--- src/rtl/gpio_bank_pkg.sv ---
package gpio_bank_pkg;
  localparam int ADDR_W = 8;

  // register byte offsets
  localparam logic [ADDR_W-1:0] OFS_IN        = 8'h00;
  localparam logic [ADDR_W-1:0] OFS_OE        = 8'h04;
  localparam logic [ADDR_W-1:0] OFS_OUT       = 8'h10;
  localparam logic [ADDR_W-1:0] OFS_OUT_SET   = 8'h14;
  localparam logic [ADDR_W-1:0] OFS_OUT_CLR   = 8'h18;
  localparam logic [ADDR_W-1:0] OFS_OE_SET    = 8'h1C;
  localparam logic [ADDR_W-1:0] OFS_OE_CLR    = 8'h20;
  localparam logic [ADDR_W-1:0] OFS_DB_EN     = 8'h24;
  localparam logic [ADDR_W-1:0] OFS_RISE_EN   = 8'h28;
  localparam logic [ADDR_W-1:0] OFS_FALL_EN   = 8'h2C;
  localparam logic [ADDR_W-1:0] OFS_RISE_PEND = 8'h30;
  localparam logic [ADDR_W-1:0] OFS_FALL_PEND = 8'h34;
  localparam logic [ADDR_W-1:0] OFS_DIV       = 8'h4C;
  localparam logic [ADDR_W-1:0] OFS_PULL_EN   = 8'h50;
  localparam logic [ADDR_W-1:0] OFS_PULL_DIR  = 8'h54;
endpackage

--- src/rtl/gpio_sync.sv ---
module gpio_sync #(
  parameter int W = 32
) (
  input  logic         clk,
  input  logic         rst,
  input  logic [W-1:0] async_in,
  output logic [W-1:0] sync_out
);
  logic [W-1:0] stage1;

  always_ff @(posedge clk) begin
    if (rst) begin
      stage1   <= '0;
      sync_out <= '0;
    end else begin
      stage1   <= async_in;
      sync_out <= stage1;
    end
  end
endmodule

--- src/rtl/gpio_debounce.sv ---
module gpio_debounce #(
  parameter int W     = 32,
  parameter int DIV_W = 14
) (
  input  logic             clk,
  input  logic             rst,
  input  logic [W-1:0]     din,
  input  logic [W-1:0]     db_en,
  input  logic [DIV_W-1:0] div,
  output logic [W-1:0]     dout
);
  logic [DIV_W-1:0] pre_cnt;
  logic             tick;
  logic [W-1:0]     held;     // filtered level per pin
  logic [W-1:0]     last_smp; // sample taken at previous tick
  logic [W-1:0]     flip;

  assign tick = (pre_cnt >= div);
  assign flip = tick ? (~(din ^ last_smp) & (din ^ held)) : '0;

  always_ff @(posedge clk) begin
    if (rst) begin
      pre_cnt  <= '0;
      held     <= '0;
      last_smp <= '0;
    end else begin
      pre_cnt <= tick ? '0 : pre_cnt + 1'b1;
      held    <= held ^ flip;
      if (tick) last_smp <= din;
    end
  end

  for (genvar p = 0; p < W; p++) begin : g_sel
    assign dout[p] = db_en[p] ? held[p] : din[p];
  end

  // a filtered level only moves on a prescaler tick
  a_r9_moves_on_tick: assert property (@(posedge clk) disable iff (rst)
    (held != $past(held)) |-> $past(tick));
endmodule

--- src/rtl/gpio_edge_irq.sv ---
module gpio_edge_irq #(
  parameter int W = 32
) (
  input  logic         clk,
  input  logic         rst,
  input  logic [W-1:0] level,
  input  logic [W-1:0] rise_en,
  input  logic [W-1:0] fall_en,
  input  logic [W-1:0] rise_ack,
  input  logic [W-1:0] fall_ack,
  output logic [W-1:0] rise_pend,
  output logic [W-1:0] fall_pend,
  output logic         irq
);
  logic [W-1:0] level_q;
  logic [W-1:0] rise_hit, fall_hit;
  logic [W-1:0] rise_nx, fall_nx;

  assign rise_hit = level & ~level_q & rise_en;
  assign fall_hit = ~level & level_q & fall_en;
  // a fresh edge outranks an acknowledge in the same cycle
  assign rise_nx  = (rise_pend & ~rise_ack) | rise_hit;
  assign fall_nx  = (fall_pend & ~fall_ack) | fall_hit;

  always_ff @(posedge clk) begin
    if (rst) begin
      level_q   <= '0;
      rise_pend <= '0;
      fall_pend <= '0;
      irq       <= 1'b0;
    end else begin
      level_q   <= level;
      rise_pend <= rise_nx;
      fall_pend <= fall_nx;
      irq       <= |(rise_nx | fall_nx);
    end
  end

  a_r5_rise_needs_enable: assert property (@(posedge clk) disable iff (rst)
    ((rise_pend & ~$past(rise_pend) & ~$past(rise_en)) == '0));
  a_r6_fall_needs_enable: assert property (@(posedge clk) disable iff (rst)
    ((fall_pend & ~$past(fall_pend) & ~$past(fall_en)) == '0));
  a_r7_ack_clears: assert property (@(posedge clk) disable iff (rst)
    ((rise_pend & $past(rise_ack) & ~$past(rise_hit)) == '0));
  a_r8_irq_tracks_pending: assert property (@(posedge clk) disable iff (rst)
    irq == |(rise_pend | fall_pend));
endmodule

--- src/rtl/gpio_edge_bank.sv ---
module gpio_edge_bank
  import gpio_bank_pkg::*;
#(
  parameter int NPINS   = 32,
  parameter int DATA_W  = 32,
  parameter int DIV_W   = 14,
  parameter int DIV_LSB = 16
) (
  input  logic              clk,
  input  logic              rst,
  input  logic              bus_we,
  input  logic [ADDR_W-1:0] bus_addr,
  input  logic [DATA_W-1:0] bus_wdata,
  output logic [DATA_W-1:0] bus_rdata,
  input  logic [NPINS-1:0]  pin_in,
  output logic [NPINS-1:0]  pin_out,
  output logic [NPINS-1:0]  pin_oe,
  output logic [NPINS-1:0]  pad_pull_up,
  output logic [NPINS-1:0]  pad_pull_dn,
  output logic              irq
);
  typedef logic [NPINS-1:0] pins_t;

  pins_t wmask;
  pins_t out_q, oe_q, dben_q, ren_q, fen_q, pen_q, pdir_q;
  pins_t out_n, oe_n, dben_n, ren_n, fen_n, pen_n, pdir_n;
  pins_t rise_ack, fall_ack, rise_pend, fall_pend;
  pins_t synced, filtered;
  logic [DIV_W-1:0]  div_q, div_n;
  logic [DATA_W-1:0] rd_v;

  assign wmask = bus_wdata[NPINS-1:0];

  always_comb begin
    out_n = out_q;  oe_n = oe_q;   dben_n = dben_q;
    ren_n = ren_q;  fen_n = fen_q; pen_n = pen_q;
    pdir_n = pdir_q; div_n = div_q;
    rise_ack = '0;  fall_ack = '0;
    if (bus_we) begin
      case (bus_addr)
        OFS_OUT:       out_n  = wmask;
        OFS_OUT_SET:   out_n  = out_q | wmask;
        OFS_OUT_CLR:   out_n  = out_q & ~wmask;
        OFS_OE:        oe_n   = wmask;
        OFS_OE_SET:    oe_n   = oe_q | wmask;
        OFS_OE_CLR:    oe_n   = oe_q & ~wmask;
        OFS_DB_EN:     dben_n = wmask;
        OFS_RISE_EN:   ren_n  = wmask;
        OFS_FALL_EN:   fen_n  = wmask;
        OFS_RISE_PEND: rise_ack = wmask;
        OFS_FALL_PEND: fall_ack = wmask;
        OFS_DIV:       div_n  = bus_wdata[DIV_LSB +: DIV_W];
        OFS_PULL_EN:   pen_n  = wmask;
        OFS_PULL_DIR:  pdir_n = wmask;
        default: ;
      endcase
    end
  end

  always_comb begin
    rd_v = '0;
    case (bus_addr)
      OFS_IN:        rd_v[NPINS-1:0] = filtered;
      OFS_OE:        rd_v[NPINS-1:0] = oe_q;
      OFS_OUT:       rd_v[NPINS-1:0] = out_q;
      OFS_DB_EN:     rd_v[NPINS-1:0] = dben_q;
      OFS_RISE_EN:   rd_v[NPINS-1:0] = ren_q;
      OFS_FALL_EN:   rd_v[NPINS-1:0] = fen_q;
      OFS_RISE_PEND: rd_v[NPINS-1:0] = rise_pend;
      OFS_FALL_PEND: rd_v[NPINS-1:0] = fall_pend;
      OFS_DIV:       rd_v[DIV_LSB +: DIV_W] = div_q;
      OFS_PULL_EN:   rd_v[NPINS-1:0] = pen_q;
      OFS_PULL_DIR:  rd_v[NPINS-1:0] = pdir_q;
      default: ;
    endcase
  end

  always_ff @(posedge clk) begin
    if (rst) begin
      out_q <= '0; oe_q <= '0; dben_q <= '0; ren_q <= '0; fen_q <= '0;
      pen_q <= '0; pdir_q <= '0; div_q <= '0; bus_rdata <= '0;
      pad_pull_up <= '0; pad_pull_dn <= '0;
    end else begin
      out_q <= out_n; oe_q <= oe_n; dben_q <= dben_n; ren_q <= ren_n;
      fen_q <= fen_n; pen_q <= pen_n; pdir_q <= pdir_n; div_q <= div_n;
      bus_rdata   <= rd_v;
      pad_pull_up <= pen_n & pdir_n;
      pad_pull_dn <= pen_n & ~pdir_n;
    end
  end

  assign pin_out = out_q;
  assign pin_oe  = oe_q;

  gpio_sync #(.W(NPINS)) u_sync (
    .clk(clk), .rst(rst), .async_in(pin_in), .sync_out(synced));

  gpio_debounce #(.W(NPINS), .DIV_W(DIV_W)) u_deb (
    .clk(clk), .rst(rst), .din(synced), .db_en(dben_q), .div(div_q),
    .dout(filtered));

  gpio_edge_irq #(.W(NPINS)) u_edge (
    .clk(clk), .rst(rst), .level(filtered), .rise_en(ren_q), .fall_en(fen_q),
    .rise_ack(rise_ack), .fall_ack(fall_ack), .rise_pend(rise_pend),
    .fall_pend(fall_pend), .irq(irq));

  a_r2_set_sticks: assert property (@(posedge clk) disable iff (rst)
    (bus_we && bus_addr == OFS_OUT_SET) |=> ((pin_out & $past(wmask)) == $past(wmask)));
  a_r3_clear_drops: assert property (@(posedge clk) disable iff (rst)
    (bus_we && bus_addr == OFS_OE_CLR) |=> ((pin_oe & $past(wmask)) == '0));
  a_r10_pull_exclusive: assert property (@(posedge clk) disable iff (rst)
    ((pad_pull_up & pad_pull_dn) == '0));
endmodule

--- config.mk ---
export PLATFORM = sky130hd
export DESIGN_NAME = gpio_edge_bank
export DESIGN_NICKNAME = d
export VERILOG_FILES = /design/src/rtl/gpio_bank_pkg.sv /design/src/rtl/gpio_sync.sv /design/src/rtl/gpio_debounce.sv /design/src/rtl/gpio_edge_irq.sv /design/src/rtl/gpio_edge_bank.sv
export SDC_FILE = /design/constraint.sdc
export NUM_CORES = 1
export LEC_CHECK = 0
export CAP_MARGIN = 20
export CORE_MARGIN = 2
export CORE_UTILIZATION = 59
export CTS_BUF_LIST = sky130_fd_sc_hd__clkbuf_2
export DETAILED_ROUTE_END_ITERATION = 8
export DONT_BUFFER_PORTS = 1
export MAX_ROUTING_LAYER = met4
export PLACE_DENSITY = 0.86
export SYNTH_ARGS = -nofsm -noshare
export SYNTH_HDL_FRONTEND = slang
export SYNTH_SLANG_ARGS = --single-unit
--- constraint.sdc ---
create_clock -name clk -period 2.51 [get_ports clk]
set_clock_uncertainty 0.05 [all_clocks]
set_input_delay 0.1255 -clock clk [delete_from_list [all_inputs] [get_ports clk]]
set_output_delay 0.1255 -clock clk [all_outputs]
set_load 0.005 [all_outputs]
==> metrics.cfg, run 1 <==
[yosys]
yosys_warnings = 0
synth_seq_cells = 573
synth.distinct_cells = 54
ys.flop_type = dfxtp_1
syn-num-nets = 2602
synthCells = 2512
synthArstFlopShare_pct = 0
yosysSeqAreaShare_pct = 52.3
synth_area_per_cell_um2 = 8.73
synth.top_cell.area_share_pct = 52.3
netlist_top_cells_area = dfxtp_1 52%, nand2_1 7.7%, a21oi_1 5.0%, nor2_1 4.4%, mux2i_1 4.4%
synth.largest_area_cell = dfxtp_1
synth_edf_count = 0
netlist_area_mm2 = 0.0219

[status]
outcome = aborted with a tool error
first-error = [ERROR RSZ-0060] Max buffer count reached.
flow.stopped_at = 4_1_cts

[placement]
finalWeightedCongestion = 0.948
portBuffers = 0
post-place-ws_ns = -0.183
hpwlAfterDp_um = 44900

[clock_tree]
clkSinkCount = 573
post-cts-setup-buffers = 0
cts_max_path_buffers = 3
ctsResizeCount = 1
cts_buffers = 141
cts_root_buf = clkbuf_2
htreeDepth = 4
cts_hold_buf = 617

[floorplan]
die_x_um = 197
std_cell_rows = 70
initial_core_util_pct = 59.9
io_pins = 236
die_y_um = 197

==> kinds of logic after synthesis <==
family	count (synthesis)	share of synthesized area (%)
and+or+nand+nor	979	19.8
AOI/OAI and AO/OA	616	17.9
buffers and inverters	219	4.20
muxes	97	4.43
xor gates and xnor gates	13	0.519
DFF	573	52.3
adders and majority gates	15	0.855
==> synth_stat cells (14+ instances only) <==
cell type / instances
dfxtp_1: 573
nand2_1: 448
nor2_1: 259
a21oi_1: 221
clkbuf_1: 158
o21ai_0: 121
mux2i_1: 97
nor2b_1: 65
a22oi_1: 62
a31oi_1: 56
nand3_1: 55
a221oi_1: 54
nor3b_1: 37
nor3_1: 35
and2_1: 33
a32oi_1: 28
buf_2: 25
a22o_1: 24
inv_1: 20
nand4_1: 20
a222oi_1: 15
ha_1: 15
a21o_1: 14
==> through the flow <==
step           cells  cell area, um2  utilization (%)  hold WS, ns
2_1_floorplan   2512           21900                -        0.204
3_3_place_gp    2850           22500             61.4        0.191
3_5_place_dp    2850           22500             61.4        0.193
==> run 2: changes to the inputs <==
- CORE_UTILIZATION: 59 -> 40
- CTS_BUF_LIST: sky130_fd_sc_hd__clkbuf_2 -> default
- MAX_ROUTING_LAYER: met4 -> default
- PLACE_DENSITY: 0.86 -> default
- PLACE_DENSITY_LB_ADDON: default -> 0.15
- clock period: 2.51 -> 3.3 ns (I/O delays scaled with it)
==> run 2 against run 1 <==
  * The flow now finishes without violations
  * Synthesized cell count did not move
  * Area after synthesis did not move
==> metrics.cfg, run 2 <==
[grt]
track_usage_pct = 27.7
grt_pass1_vias = 19700
grt_pass1_wl_um = 120000
grt_antenna_before_repair = 6
grt_start_max_net_pins = 319
gr-total-overflow = 0

[placement]
hpwlAfterDp_um = 48100
post-place-ws_ns = 0.363
portBuffers = 0
post_dp_cell_area_mm2 = 0.0225
place_inst = 3058
finalWeightedCongestion = 0.863

[floorplan]
die_x_um = 238
std_cell_rows = 85
initial_core_util_pct = 40.6
io_pins = 236
die_area_mm2 = 0.0567
core-area_mm2 = 0.0540
die_y_um = 238

[pwr]
seqPwrFrac_pct = 46.5
combPwrFrac_pct = 2.5
total_power_mw = 15.1
p_sw_share_pct = 21.5
power_frac_clock_pct = 51.0
p_leak_nw = 11.2
p_switching_mw = 3.25
p_per_area_mw_per_mm2 = 527
p_int_mw = 11.9
ir_worst_vdd_uv = 320

[cells_and_area]
layout_commonest_cell = dfxtp_1
fillers = 4922
fin_cells = 3560
regArea_mm2 = 0.0115
drive_gt1_share_pct = 6.64
fin_nets = 2903
most-common-layout-cells = 573 x dfxtp_1, 446 x nand2_1, 382 x dlygate4sd3_1
syn_to_final_growth_pct = 30.8
final_cell_area_mm2 = 0.0287
fin_util_pct = 53.1
multi_input_area_mm2 = 0.00964

[timing]
timing.hold.ws_ns = 0.0287
final_critical_path_setup_slack_ns = 0.201
setup_viol = 0
hold_viol = 0
fmax_mhz = 323
setup_tns_ns = 0
min_period_ns = 3.10
rsz0062_at_grt = false
drv_slew = 0
max_slew_margin_pct = 39.2
finalCritPeriodShare_pct = 93.9
tightest_slew_ns = 0.911

[yosys]
synth.most_common_cell = dfxtp_1
synthCells = 2512
netlist_area_mm2 = 0.0219
synth_compound_area_share_pct = 17.9
ys.flop_type = dfxtp_1
synth_simple_gate_area_share_pct = 19.8
yosys_warnings = 0
netlist_top_cells_area = dfxtp_1 52%, nand2_1 7.7%, a21oi_1 5.0%, nor2_1 4.4%, mux2i_1 4.4%
yosysSeqAreaShare_pct = 52.3
syn-num-nets = 2602
synth.top_cell.area_share_pct = 52.3
synth_common_cells = 573 x dfxtp_1, 448 x nand2_1, 259 x nor2_1
synth_area_per_cell_um2 = 8.73
synth.largest_area_cell = dfxtp_1
synth_seq_cells = 573
synth-adder-area-share_pct = 0.855
synth.distinct_cells = 54
synth_top_family_by_area = simple AND/OR/NAND/NOR gates
synth.mux.area_fraction_pct = 4.43
synth_edf_count = 0
synthArstFlopShare_pct = 0
synthXorXnorAreaFrac_pct = 0.519

[worst_setup_path]
rr_startpoint = div_q[3]
cp_slowest_cell = dlygate4sd3_1
crit_arrival_ns = 3.60
cp_max_fo = 27
worstSetupStartpointType = flop
cp.required_ns = 3.80
critPathCaptureType = flop
critPathMaxStageDelay_ns = 0.56
r2r-end = u_deb.last_smp[24]
r2r_cells = 11
crit_type = flop to flop
regToRegSetupSlack_ns = 0.20
path_cells = inv_1 > ha_1 > a21o_1 > a211oi_1 > o21ai_0 > a221oi_2 > o21a_2 > buf_6 > nand2_1 > a21oi_1 > dlygate4sd3_1

[clock_tree]
clkSinkCount = 573
post-cts-setup-buffers = 0
cts_tree = yes
clk_pin_slew_worst_paths_ns = 0.06
htreeDepth = 3
clock_latency_ns = 0.61
cts_buffers = 66
cts_max_path_buffers = 3
cts_root_buf = clkbuf_16

[route]
wl_um = 80100
drc_errors = 0
drtIter0Drc = 1979
firstDrtPassIters = 8
wl_per_cell_um = 22.5
viasPerCell = 5.76
postRouteAntennaNets = 0
num_vias = 20500

[job]
drv_cap = 0

[hold_path]
hp-start = rst
hold_depth = 2
min_to = u_edge.rise_pend[12]
hold_path.class = primary input to flop

[status]
outcome = complete, no violations

## run 2: cell counts after synthesis
Identical to the previous run, type by type.
## run 2: worst max-delay path by stage
stage,cells after the start,startpoint,to,slack [ns]
floorplan,11,div_q[3],u_deb.last_smp[10],0.82
global placement,9,bus_addr[1],u_edge.irq,0.39
detailed placement,9,bus_addr[1],u_edge.irq,0.36
CTS,11,div_q[3],u_deb.last_smp[26],0.02
global route,11,div_q[3],u_deb.last_smp[26],0.02
finish,11,div_q[3],u_deb.last_smp[24],0.20
## run 2: layer usage
| layer | track usage, % | part of all wire, % |
|---|---|---|
| met2 | 42.6 | 44 |
| met4 | 10.2 | 3.0 |
| met1 | 37.1 | 43 |
| met5 | 0 | 0.016 |
| met3 | 7.67 | 11 |
## run 2: logic make-up (layout without fill, tap and decap cells)
| logic type | after synthesis | after routing |
|---|---|---|
| AND/OR/NAND/NOR | 979 | 979 |
| AO/OA/AOI/OAI | 616 | 616 |
| flip-flops | 573 | 573 |
| buffers and inverters | 219 | 569 |
| multiplexers | 97 | 97 |
| adder cells (fa/ha/maj) | 15 | 15 |
| XOR/XNOR | 13 | 13 |
| other | 0 | 2 |
## run 2: cell type report
type                    count  share of cell area (%)
inverters                  20                   0.262
multi-input cells        1720                    33.6
flip-flops and latches    573                    40.0
well taps                 696                    3.03
repair buffers            432                    15.1
diodes                      2                  0.0174
clock buffers              91                    6.90
clock inverters            26                    1.11
## run 2: power groups by stage
stage / combinational, mW / sequential (mW) / clock [mW]
finish: 0.382 / 7.04 / 7.71
global route: 0.409 / 7.04 / 8.10
CTS: 0.376 / 7.03 / 7.82
detailed placement: 0.157 / 7.19 / 0
global placement: 0.154 / 7.18 / 0
floorplan: 0.246 / 7.16 / 0
## run 2: critical path, delay by kind of cell, from the launching register on
kind            cells  cell delay, ns
buf+inv             3            0.86
compound gates      6            1.37
simple gates        1            0.08
flops               1            0.35
fa+ha+maj           1            0.30
## run 2: timing repair
item	4_1_cts	5_1_grt
hold buffers	383	0
setup endpoints to repair	0	3
gates resized for setup	0	2
endpoints found under the hold margin	528	0
Note: power is estimated with default switching activity, not from simulation.
==> run 3: changes to the inputs <==
- CORE_ASPECT_RATIO: default -> 1.4
==> run 3 against run 2 <==
  * Die area about the same
  * Hold slack improved by 0.030 ns
  * Clock power is 15% lower
  * Sequential power hardly changed
  * Combinational power grew 2%
  * Routed wire length increased by 4.3%
  * Cell area fell by 1.4%
  * Critical path type unchanged
  * Largest cell class unchanged
  * Largest power group is now sequential cells
==> metrics.cfg, run 3 (synthesis results as in run 2) <==
[placement]
hpwlAfterDp_um = 51800
post_dp_cell_area_mm2 = 0.0226
finalWeightedCongestion = 0.867
portBuffers = 0

[floorplan]
core-area_mm2 = 0.0542
die_x_um = 202
die_area_mm2 = 0.0568
std_cell_rows = 101
die_y_um = 281
io_pins = 236
initial_core_util_pct = 40.5

[clock_tree]
cts_tree = yes
clock_latency_ns = 0.62
clk_pin_slew_worst_paths_ns = 0.07
cts_root_buf = clkbuf_16
cts_buffers = 55
cts_max_path_buffers = 3
post-cts-setup-buffers = 0
htreeDepth = 2
cts_hold_buf = 381
clkSinkCount = 573
ctsResizeCount = 0

[grt]
track_usage_pct = 28.7
grt_pass1_wl_um = 124000
grt_antenna_before_repair = 4
grt_pass1_vias = 20200
grt_start_max_net_pins = 318
gr-total-overflow = 0

[timing]
tightest_slew_ns = 0.974
hold_viol = 0
finalCritPeriodShare_pct = 91.9
fmax_mhz = 330
setup_tns_ns = 0
min_period_ns = 3.03
rsz0062_at_grt = false
drv_slew = 0
max_slew_margin_pct = 34.2
setup_viol = 0

[worst_setup_path]
rr_startpoint = u_deb.pre_cnt[0]
crit_type = flop to flop
cp_max_fo = 26
regToRegSetupSlack_ns = 0.27
r2r_cells = 10
crit_arrival_ns = 3.52
worstSetupStartpointType = flop
r2r-end = u_deb.held[11]
cp.required_ns = 3.79
setup.worst_path.start = u_deb.pre_cnt[0]
critPathCaptureType = flop

[pwr]
combPwrFrac_pct = 2.8
p_per_area_mw_per_mm2 = 493
p_leak_nw = 11.0
p_switching_mw = 3.09
ir_worst_vdd_uv = 360
power_frac_clock_pct = 46.8
seqPwrFrac_pct = 50.4
p_int_mw = 10.9
total_power_mw = 14.0
p_sw_share_pct = 22.1

[cells_and_area]
layout_commonest_cell = dfxtp_1
fin_nets = 2904
fin_util_pct = 52.2
most-common-layout-cells = 573 x dfxtp_1, 446 x nand2_1, 380 x dlygate4sd3_1
fillers = 4968
drive_gt1_share_pct = 6.27
syn_to_final_growth_pct = 28.9
final_cell_area_mm2 = 0.0283

[route]
viasPerCell = 5.71
postRouteAntennaNets = 0
drtIter0Drc = 1799
num_vias = 20400
wl_per_cell_um = 23.3
firstDrtPassIters = 5
wl_um = 83500
drc_errors = 0

[status]
outcome = complete, no violations

[job]
drv_cap = 0

[hold_path]
hp-start = bus_addr[2]
hold_path.class = primary input to flop
min_to = bus_rdata[12]
hold_depth = 4

[run 3: critical path, stage by stage (launching register included)]
cell	delay, ns
dfxtp_1	0.42
inv_1	0.07
ha_1	0.27
nand2b_1	0.10
a21oi_1	0.07
o21ai_0	0.34
a221oi_1	0.24
o21ai_4	0.66
buf_4	0.41
nand3_1	0.13
a31oi_1	0.18
[run 3: how the worst max path moves through the flow]
stage,cells after the start,slack [ns],endpoint
floorplan,11,0.82,u_deb.last_smp[10]
global placement,10,0.43,u_deb.held[17]
detailed placement,10,0.31,u_deb.held[11]
CTS,10,0.30,u_deb.held[11]
global route,10,0.04,u_deb.held[10]
finish,10,0.27,u_deb.held[11]
[run 3: per-stage QoR]
step,instances,hold WS (ns),worst slack (ns)
floorplan,2512,0.243,0.819
global placement,3097,0.228,0.430
detailed placement,3097,0.226,0.306
CTS,3576,0.0331,0.299
global route,3578,0.0603,0.0352
finish,3578,0.0591,0.269
[run 3: layout make-up]
class	count	area (um2)	share of cell area [%]
Antenna cell	2	5.00	0.0177
Clock buffer	79	1630	5.76
Clock inverter	19	204	0.721
Inverter	20	75.1	0.265
Multi-Input combinational cell	1720	9630	34.0
Sequential cell	573	11500	40.6
Tap cell	721	902	3.19
Timing Repair Buffer	444	4370	15.4
[run 3: routing by layer]
metal / wire length (um) / global-route usage [%]
met5: 24 / 0
met4: 4600 / 15.5
met3: 5810 / 5.03
met2: 40600 / 49.7
met1: 32500 / 33.6
[run 3: power groups by stage]
stage	Clock (mW)	Sequential (mW)	Combinational [mW]
floorplan	0	7.16	0.246
global placement	0	7.18	0.158
detailed placement	0	7.19	0.161
CTS	6.64	7.03	0.384
global route	6.89	7.03	0.415
finish	6.53	7.03	0.389
